**src/rtl/pled_pkg.sv**
```systemverilog
package pled_pkg;

  typedef enum logic [1:0] {
    SQ_IDLE  = 2'd0,
    SQ_SHIFT = 2'd1,
    SQ_LATCH = 2'd2
  } sq_state_e;

endpackage

```
**src/rtl/pled_req_ctrl.sv**
```systemverilog
module pled_req_ctrl (
  input  logic clk,
  input  logic rst_n,
  input  logic req_i,
  input  logic idle_i,
  input  logic last_i,
  output logic start_o,
  output logic pend_o
);

  logic pend_q;
  logic pend_d;

  // A refresh may begin from idle or straight out of the latch cycle.
  always_comb begin
    start_o = (idle_i || last_i) && (req_i || pend_q);
    if (start_o) begin
      pend_d = 1'b0;
    end else begin
      pend_d = pend_q || (req_i && !idle_i);
    end
  end

  always_ff @(posedge clk or negedge rst_n) begin
    if (!rst_n) begin
      pend_q <= 1'b0;
    end else begin
      pend_q <= pend_d;
    end
  end

  assign pend_o = pend_q;


  pend_only_busy_chk: assert property (@(posedge clk) disable iff (!rst_n)
    pend_q |-> !idle_i);


  pend_starts_chk: assert property (@(posedge clk) disable iff (!rst_n)
    (pend_q && last_i) |=> !idle_i);

endmodule

```
**src/rtl/pled_image_reg.sv**
```systemverilog
module pled_image_reg #(
  parameter int unsigned N_LED = 71
) (
  input  logic             clk,
  input  logic             rst_n,
  input  logic             cap_en_i,
  input  logic [N_LED-1:0] img_i,
  output logic [N_LED-1:0] img_o
);

  logic [N_LED-1:0] img_q;
  logic [N_LED-1:0] img_d;

  always_comb begin
    img_d = img_q;
    if (cap_en_i) begin
      img_d = img_i;
    end
  end

  always_ff @(posedge clk or negedge rst_n) begin
    if (!rst_n) begin
      img_q <= '0;
    end else begin
      img_q <= img_d;
    end
  end

  assign img_o = img_q;


  img_capture_chk: assert property (@(posedge clk) disable iff (!rst_n)
    cap_en_i |=> (img_o == $past(img_i)));

endmodule

```
**src/rtl/pled_sequencer.sv**
```systemverilog
module pled_sequencer
  import pled_pkg::*;
#(
  parameter int unsigned REG_BITS  = 8,
  parameter int unsigned SETUP_CYC = 1,
  parameter int unsigned HIGH_CYC  = 2,
  parameter int unsigned HOLD_CYC  = 1,
  localparam int unsigned KW       = $clog2(REG_BITS)
) (
  input  logic          clk,
  input  logic          rst_n,
  input  logic          start_i,
  output logic          idle_o,
  output logic          last_o,
  output logic          grp_phase_o,
  output logic          aux_phase_o,
  output logic [KW-1:0] sel_o,
  output logic          grp_sclk_o,
  output logic          aux_sclk_o,
  output logic          latch_o
);

  localparam int unsigned WR_W   = KW + 1;
  localparam int unsigned TOT_WR = 2 * REG_BITS;
  localparam int unsigned PH_CYC = SETUP_CYC + HIGH_CYC + HOLD_CYC;
  localparam int unsigned PH_W   = (PH_CYC > 1) ? $clog2(PH_CYC) : 1;
  localparam int unsigned HL_W   = $clog2(HIGH_CYC + 2);

  sq_state_e        state_q, state_d;
  logic [WR_W-1:0]  wr_q, wr_d;
  logic [PH_W-1:0]  ph_q, ph_d;
  logic             gsclk_q, gsclk_d;
  logic             asclk_q, asclk_d;
  logic             latch_q, latch_d;
  logic             last_wr;
  logic             last_ph;
  logic             hi_win;

  assign last_wr = (wr_q == WR_W'(TOT_WR - 1));
  assign last_ph = (ph_q == PH_W'(PH_CYC - 1));

  // Next state: write index and phase within the write.
  always_comb begin
    state_d = state_q;
    wr_d    = wr_q;
    ph_d    = ph_q;
    unique case (state_q)
      SQ_IDLE: begin
        if (start_i) begin
          state_d = SQ_SHIFT;
          wr_d    = '0;
          ph_d    = '0;
        end
      end
      SQ_SHIFT: begin
        if (last_ph) begin
          ph_d = '0;
          if (last_wr) begin
            state_d = SQ_LATCH;
            wr_d    = '0;
          end else begin
            wr_d = wr_q + WR_W'(1);
          end
        end else begin
          ph_d = ph_q + PH_W'(1);
        end
      end
      SQ_LATCH: begin
        wr_d = '0;
        ph_d = '0;
        if (start_i) begin
          state_d = SQ_SHIFT;
        end else begin
          state_d = SQ_IDLE;
        end
      end
      default: begin
        state_d = SQ_IDLE;
        wr_d    = '0;
        ph_d    = '0;
      end
    endcase
  end

  // Strobes are decoded from the next state and registered (glitch-free pins).
  always_comb begin
    hi_win  = (ph_d >= PH_W'(SETUP_CYC)) && (ph_d < PH_W'(SETUP_CYC + HIGH_CYC));
    gsclk_d = (state_d == SQ_SHIFT) && !wr_d[KW] && hi_win;
    asclk_d = (state_d == SQ_SHIFT) &&  wr_d[KW] && hi_win;
    latch_d = (state_d == SQ_LATCH);
  end

  always_ff @(posedge clk or negedge rst_n) begin
    if (!rst_n) begin
      state_q <= SQ_IDLE;
      wr_q    <= '0;
      ph_q    <= '0;
      gsclk_q <= 1'b0;
      asclk_q <= 1'b0;
      latch_q <= 1'b0;
    end else begin
      state_q <= state_d;
      wr_q    <= wr_d;
      ph_q    <= ph_d;
      gsclk_q <= gsclk_d;
      asclk_q <= asclk_d;
      latch_q <= latch_d;
    end
  end

  assign idle_o      = (state_q == SQ_IDLE);
  assign last_o      = (state_q == SQ_LATCH);
  assign grp_phase_o = (state_q == SQ_SHIFT) && !wr_q[KW];
  assign aux_phase_o = (state_q == SQ_SHIFT) &&  wr_q[KW];
  assign sel_o       = wr_q[KW-1:0];
  assign grp_sclk_o  = gsclk_q;
  assign aux_sclk_o  = asclk_q;
  assign latch_o     = latch_q;

  // Checker-side run length of the shift clock high time.
  logic            sclk_any;
  logic [HL_W-1:0] hi_len_q;
  assign sclk_any = gsclk_q || asclk_q;

  always_ff @(posedge clk or negedge rst_n) begin
    if (!rst_n) begin
      hi_len_q <= '0;
    end else if (sclk_any) begin
      hi_len_q <= hi_len_q + HL_W'(1);
    end else begin
      hi_len_q <= '0;
    end
  end


  sclk_max_width_chk: assert property (@(posedge clk) disable iff (!rst_n)
    sclk_any |-> (hi_len_q < HL_W'(HIGH_CYC)));


  sclk_min_width_chk: assert property (@(posedge clk) disable iff (!rst_n)
    $fell(sclk_any) |-> (hi_len_q == HL_W'(HIGH_CYC)));


  sclk_exclusive_chk: assert property (@(posedge clk) disable iff (!rst_n)
    !(gsclk_q && asclk_q));


  latch_single_chk: assert property (@(posedge clk) disable iff (!rst_n)
    latch_q |=> !latch_q || !$past(last_o));


  latch_quiet_chk: assert property (@(posedge clk) disable iff (!rst_n)
    latch_q |-> (!gsclk_q && !asclk_q && !idle_o));

endmodule

```
**src/rtl/pled_col_mux.sv**
```systemverilog
module pled_col_mux #(
  parameter int unsigned GRP_REGS = 8,
  parameter int unsigned REG_BITS = 8,
  parameter int unsigned N_LED    = 71,
  localparam int unsigned KW      = $clog2(REG_BITS)
) (
  input  logic [N_LED-1:0]    img_i,
  input  logic [KW-1:0]       sel_i,
  input  logic                grp_en_i,
  input  logic                aux_en_i,
  output logic [GRP_REGS-1:0] grp_data_o,
  output logic                aux_data_o
);

  localparam int unsigned N_GRP = GRP_REGS * REG_BITS;

  // Each group register owns one row of REG_BITS image bits; the write
  // index picks the column, which transposes the image into bytes.
  for (genvar gi = 0; gi < GRP_REGS; gi++) begin : g_row
    logic [REG_BITS-1:0] row;
    assign row            = img_i[gi*REG_BITS +: REG_BITS];
    assign grp_data_o[gi] = grp_en_i & row[sel_i];
  end

  logic [REG_BITS-1:0] aux_row;
  for (genvar aj = 0; aj < REG_BITS; aj++) begin : g_aux
    if (N_GRP + aj < N_LED) begin : g_led
      assign aux_row[aj] = img_i[N_GRP + aj];
    end else begin : g_pad
      assign aux_row[aj] = 1'b0;
    end
  end

  assign aux_data_o = aux_en_i & aux_row[sel_i];

endmodule

```
**src/rtl/pled_loader.sv**
```systemverilog
module pled_loader #(
  parameter int unsigned GRP_REGS  = 8,
  parameter int unsigned REG_BITS  = 8,
  parameter int unsigned N_LED     = 71,
  parameter int unsigned SETUP_CYC = 1,
  parameter int unsigned HIGH_CYC  = 2,
  parameter int unsigned HOLD_CYC  = 1
) (
  input  logic                clk,
  input  logic                rst_n,
  input  logic                upd_req_i,
  input  logic [N_LED-1:0]    led_img_i,
  output logic                busy_o,
  output logic [GRP_REGS-1:0] grp_data_o,
  output logic                grp_sclk_o,
  output logic                aux_data_o,
  output logic                aux_sclk_o,
  output logic                latch_o
);

  localparam int unsigned KW = $clog2(REG_BITS);

  logic             start;
  logic             pend;
  logic             idle;
  logic             last;
  logic             grp_phase;
  logic             aux_phase;
  logic [KW-1:0]    sel;
  logic [N_LED-1:0] img;

  pled_req_ctrl i_req (
    .clk     (clk),
    .rst_n   (rst_n),
    .req_i   (upd_req_i),
    .idle_i  (idle),
    .last_i  (last),
    .start_o (start),
    .pend_o  (pend)
  );

  pled_image_reg #(.N_LED(N_LED)) i_img (
    .clk      (clk),
    .rst_n    (rst_n),
    .cap_en_i (start),
    .img_i    (led_img_i),
    .img_o    (img)
  );

  pled_sequencer #(
    .REG_BITS  (REG_BITS),
    .SETUP_CYC (SETUP_CYC),
    .HIGH_CYC  (HIGH_CYC),
    .HOLD_CYC  (HOLD_CYC)
  ) i_seq (
    .clk         (clk),
    .rst_n       (rst_n),
    .start_i     (start),
    .idle_o      (idle),
    .last_o      (last),
    .grp_phase_o (grp_phase),
    .aux_phase_o (aux_phase),
    .sel_o       (sel),
    .grp_sclk_o  (grp_sclk_o),
    .aux_sclk_o  (aux_sclk_o),
    .latch_o     (latch_o)
  );

  pled_col_mux #(
    .GRP_REGS (GRP_REGS),
    .REG_BITS (REG_BITS),
    .N_LED    (N_LED)
  ) i_mux (
    .img_i      (img),
    .sel_i      (sel),
    .grp_en_i   (grp_phase),
    .aux_en_i   (aux_phase),
    .grp_data_o (grp_data_o),
    .aux_data_o (aux_data_o)
  );

  assign busy_o = !idle;


  grp_data_setup_chk: assert property (@(posedge clk) disable iff (!rst_n)
    grp_sclk_o |-> $stable(grp_data_o));


  grp_data_hold_chk: assert property (@(posedge clk) disable iff (!rst_n)
    $fell(grp_sclk_o) |-> $stable(grp_data_o));


  aux_data_setup_chk: assert property (@(posedge clk) disable iff (!rst_n)
    aux_sclk_o |-> $stable(aux_data_o));


  busy_latch_chk: assert property (@(posedge clk) disable iff (!rst_n)
    latch_o |-> busy_o);


  pend_keeps_busy_chk: assert property (@(posedge clk) disable iff (!rst_n)
    (pend && latch_o) |=> busy_o);


  idle_quiet_chk: assert property (@(posedge clk) disable iff (!rst_n)
    !busy_o |-> (grp_data_o == '0 && !aux_data_o));

endmodule

```
**config.mk**
```make
export PLATFORM = sky130hd
export DESIGN_NAME = pled_loader
export DESIGN_NICKNAME = d
export VERILOG_FILES = /design/src/rtl/pled_pkg.sv /design/src/rtl/pled_req_ctrl.sv /design/src/rtl/pled_image_reg.sv /design/src/rtl/pled_sequencer.sv /design/src/rtl/pled_col_mux.sv /design/src/rtl/pled_loader.sv
export SDC_FILE = /design/constraint.sdc
export NUM_CORES = 1
export LEC_CHECK = 0
export BUFFER_PORTS_ARGS = -buffer_cell sky130_fd_sc_hd__buf_2
export CAP_MARGIN = 10
export CORE_UTILIZATION = 55
export CTS_CLUSTER_DIAMETER = 200
export DETAILED_ROUTE_END_ITERATION = 7
export PLACE_DENSITY = 0.8
export SETUP_SLACK_MARGIN = 0.05
export SYNTH_ARGS = -nofsm -noshare
export SYNTH_HDL_FRONTEND = slang
export SYNTH_SLANG_ARGS = --single-unit
export TNS_END_PERCENT = 10
```
**constraint.sdc**
```tcl
create_clock -name clk -period 4.1 [get_ports clk]
set_input_delay 0 -clock clk [delete_from_list [all_inputs] [get_ports clk]]
set_output_delay 0 -clock clk [all_outputs]
set_load 0.05 [all_outputs]
```
==> flow_summary_export.csv <==
group,metric,value,unit
die,core_region_area,7330,um2
power_and_ir_drop,sequentialPowerShare,39.5,%
finish,drive_gt1_share,45.2,%
critical_path,slowest_delay,1.12,ns
global_route,grt_use_total,23.6,%
yosys,yosysSeqAreaShare,49.2,%
sta,rsz0062_at_grt,"false",
finish,area_growth,30.4,%
clocking,cts_max_path_buffers,2,
critical_path,crit_buf_inv,1,
critical_path,endpoint_kind,"output port",
sta,finalHoldViolCount,0,
route,drc,0,
route,postRouteAntennaNets,0,
yosys,synthesis.nets,326,
finish,multi_input_area,1920,um2
route,vias,2679,
critical_path,path_max_fanout,24,
critical_path,startpoint,"i_seq.wr_q[0]$_DFFE_PN0P_",
hold_path,min_path_type,"primary input to register",
critical_path,cp-start-kind,"register",
critical_path,crit_required,4.10,ns
placed_design,placed_cell_area,4570,um2
flow_run,cap_violations,0,
finish,ff_latch_area,2080,um2
sta,fin_tns_setup,0,ns
global_route,grt_max_degree,84,
clocking,root_buffer,"clkbuf_8",
die,pin_count,87,
die,die_h,89.6,um
die,start_util,57.6,%
sta,finalCriticalPeriod,2.62,ns
yosys,synth_top_family_by_area,"multiplexers",
power_and_ir_drop,power.switching,0.00138,W
yosys,yosys.area_share.adder,0.593,%
clocking,post_cts.repair.setup_buffers,0,
clocking,cts_buffers,9,
sta,clock_skew,0.0104,ns
finish,final_net_count,480,
yosys,synth_xor_area_share,0.415,%
critical_path,path_class,"register to output port",
yosys,avgSynthCellArea,16.9,um2
finish,final_common_cell,"buf_2",
global_route,overflow,0,
global_route,grt_pass1_wl,13700,um
route,viasPerCell,5.27,
clocking,htree_levels,3,
route,first_pass_iters,4,
route,wl_per_cell,17.0,um
sta,fin_crit_sh,64.0,%
power_and_ir_drop,max-vdd-ir-drop,0.365,mV
yosys,yosysWarnings,0,
global_route,antenna_found_initial,0,
clocking,clkTransAtPathRegs,0.09,ns
clocking,clkSinkCount,83,
route,wirelength,8610,um
yosys,ys_ff_latch,83,
yosys,syn_area,4220,um2
die,die-area,8030,um2
yosys,netlist_instances,250,
sta,worst_slew_pin_slew,1.16,ns
yosys,yosysUniqueCellTypes,38,
finish,final_cell_mix,"buf_2 (85), dfrtp_1 (83), dlygate4sd3_1 (72), mux2_4 (70)",
critical_path,arrival,2.62,ns
power_and_ir_drop,p_leak,2.72,nW
global_route,grt_pass1_vias,2805,
yosys,synth-simple-area-share,4.33,%
critical_path,slowest_stage,"dfrtp_1",
finish,num_antenna_cells,0,
clocking,tritoncts,"built",
power_and_ir_drop,internal_power,0.00257,W
placed_design,gp_congestion,0.781,
power_and_ir_drop,p_per_area,719,nW/um2
power_and_ir_drop,p_comb_share,45.0,%
placed_design,port_buffers,86,
clocking,cts.repair.resized,0,
die,fp-row-count,31,
critical_path,path_cells,"mux4_1 > o2111a_1 > buf_2",
hold_path,min_from,"upd_req_i",
clocking,insertion_delay,0.34,ns
power_and_ir_drop,clkPwrFrac,15.4,%
clocking,postCtsHoldBufs,72,
sta,max_freq,381,MHz
route,drt_iter0_markers,107,
status,status,"finished clean",
finish,nFillCells,438,
critical_path,r2r_start,"i_seq.state_q[0]$_DFF_PN0_",
sta,finalSetupViolations,0,
power_and_ir_drop,p_sw_share,35.0,%
critical_path,critical_path.top_delay_family,"flip-flops",
sta,drv_slew,0,
yosys,synthMuxAreaShare,37.8,%
sta,relSlewSlack,22.7,%
yosys,synth-compound-area-share,2.25,%
finish,finish.instance_area,5510,um2
die,die_w,89.6,um
placed_design,hpwl,5050,um
## through the flow
stage | utilization [%] | instances | hold slack [ns] | worst slack [ns] | total power (W)
after floorplan | - | 250 | -0.296 | 2.44 | 0.00299
after global placement | 62.4 | 420 | 0.228 | 1.82 | 0.00322
after detailed placement | 62.4 | 420 | 0.234 | 1.76 | 0.00329
after CTS | 75.1 | 508 | 0.0161 | 1.44 | 0.00396
after global routing | 75.1 | 508 | 0.0521 | 1.34 | 0.00416
final | 75.1 | 508 | 0.0294 | 1.48 | 0.00396
## Yosys cell counts, drive strengths merged
| cell | instances | area share, % |
|---|---|---|
| buf | 15 | 5.1 |
| dfrtp | 83 | 49 |
| xnor2 | 2 | 0.42 |
| nor4b | 2 | 0.42 |
| o2111a | 1 | 0.27 |
| a311oi | 1 | 0.21 |
| ha | 2 | 0.59 |
| clkbuf | 2 | 0.18 |
| nand4 | 2 | 0.30 |
| nand2b | 1 | 0.15 |
| nor3b | 1 | 0.30 |
| nand3 | 1 | 0.12 |
| nor3 | 2 | 0.24 |
| inv | 2 | 0.18 |
| nor2b | 4 | 0.59 |
| o211ai | 1 | 0.18 |
| nand2 | 1 | 0.089 |
| mux4 | 17 | 10 |
| a22oi | 2 | 0.36 |
| mux2 | 72 | 25 |
| mux2i | 9 | 2.1 |
| a21oi | 4 | 0.47 |
| and2b | 1 | 0.18 |
| nand3b | 2 | 0.36 |
| a211oi | 1 | 0.30 |
| a21boi | 1 | 0.18 |
| o21a | 1 | 0.18 |
| o21ai | 1 | 0.12 |
| nor2 | 14 | 1.3 |
| or2 | 2 | 0.30 |
## layout make-up
class	instances	area share [%]
sequential	83	37.7
tap	99	2.25
inverter	2	0.136
clock inverter	5	1.09
clock buffer	11	2.75
multi-input combinational	148	34.8
timing repair buffer	160	21.2
## final timing paths
kind                                                to  slack (ns)  depth (start not counted)
setup / recovery                            aux_data_o        1.48                          3
hold / removal               i_seq.wr_q[0]$_DFFE_PN0P_        0.03                          4
setup reg to reg           i_img.img_o[48]$_DFFE_PN0P_        1.73                          3
hold reg to reg            i_img.img_o[56]$_DFFE_PN0P_        0.51                          1
max in group asynchronous  i_img.img_o[51]$_DFFE_PN0P_        3.07                          2
min in group asynchronous  i_img.img_o[35]$_DFFE_PN0P_        0.37                          2
## registers in the layout, summed over array words and instances, names as in the netlist
register          cells
i_img.img_o          71
i_seq.wr_q            4
i_seq.ph_q            2
i_seq.state_q         2
i_req.pend_o          1
i_seq.aux_sclk_o      1
i_seq.grp_sclk_o      1
i_seq.latch_o         1
## power groups by stage
stage	combinational [W]	sequential [W]	clock [W]
6_report	0.00178	0.00156	0.000610
4_1_cts	0.00178	0.00156	0.000623
2_1_floorplan	0.00159	0.00140	0
5_1_grt	0.00190	0.00161	0.000651
3_3_place_gp	0.00167	0.00155	0
3_5_place_dp	0.00172	0.00157	0
## worst min-delay path, delay by kind of cell
kind                   cells  cell delay, ns
AND/OR/NAND/NOR            2            0.14
buffers and inverters      1            0.13
AO/OA/AOI/OAI              1            0.07
## routing by layer
metal,vias to the layer above,share of wire [%],track usage [%]
met2,74,50,39.4
met4,0,2.3,11.0
met5,-,0,0
met1,1349,44,30.8
li1,1238,-,-
met3,18,3.1,3.38
## kinds of logic (layout without fill, tap and decap cells)
family	count (synthesis)	in the layout
compound gates	13	13
xor+xnor	2	2
fa+ha+maj	2	2
buf+inv	19	178
flops	83	83
mux	98	98
simple gates	33	33
Power figures use the tool's default switching activity.
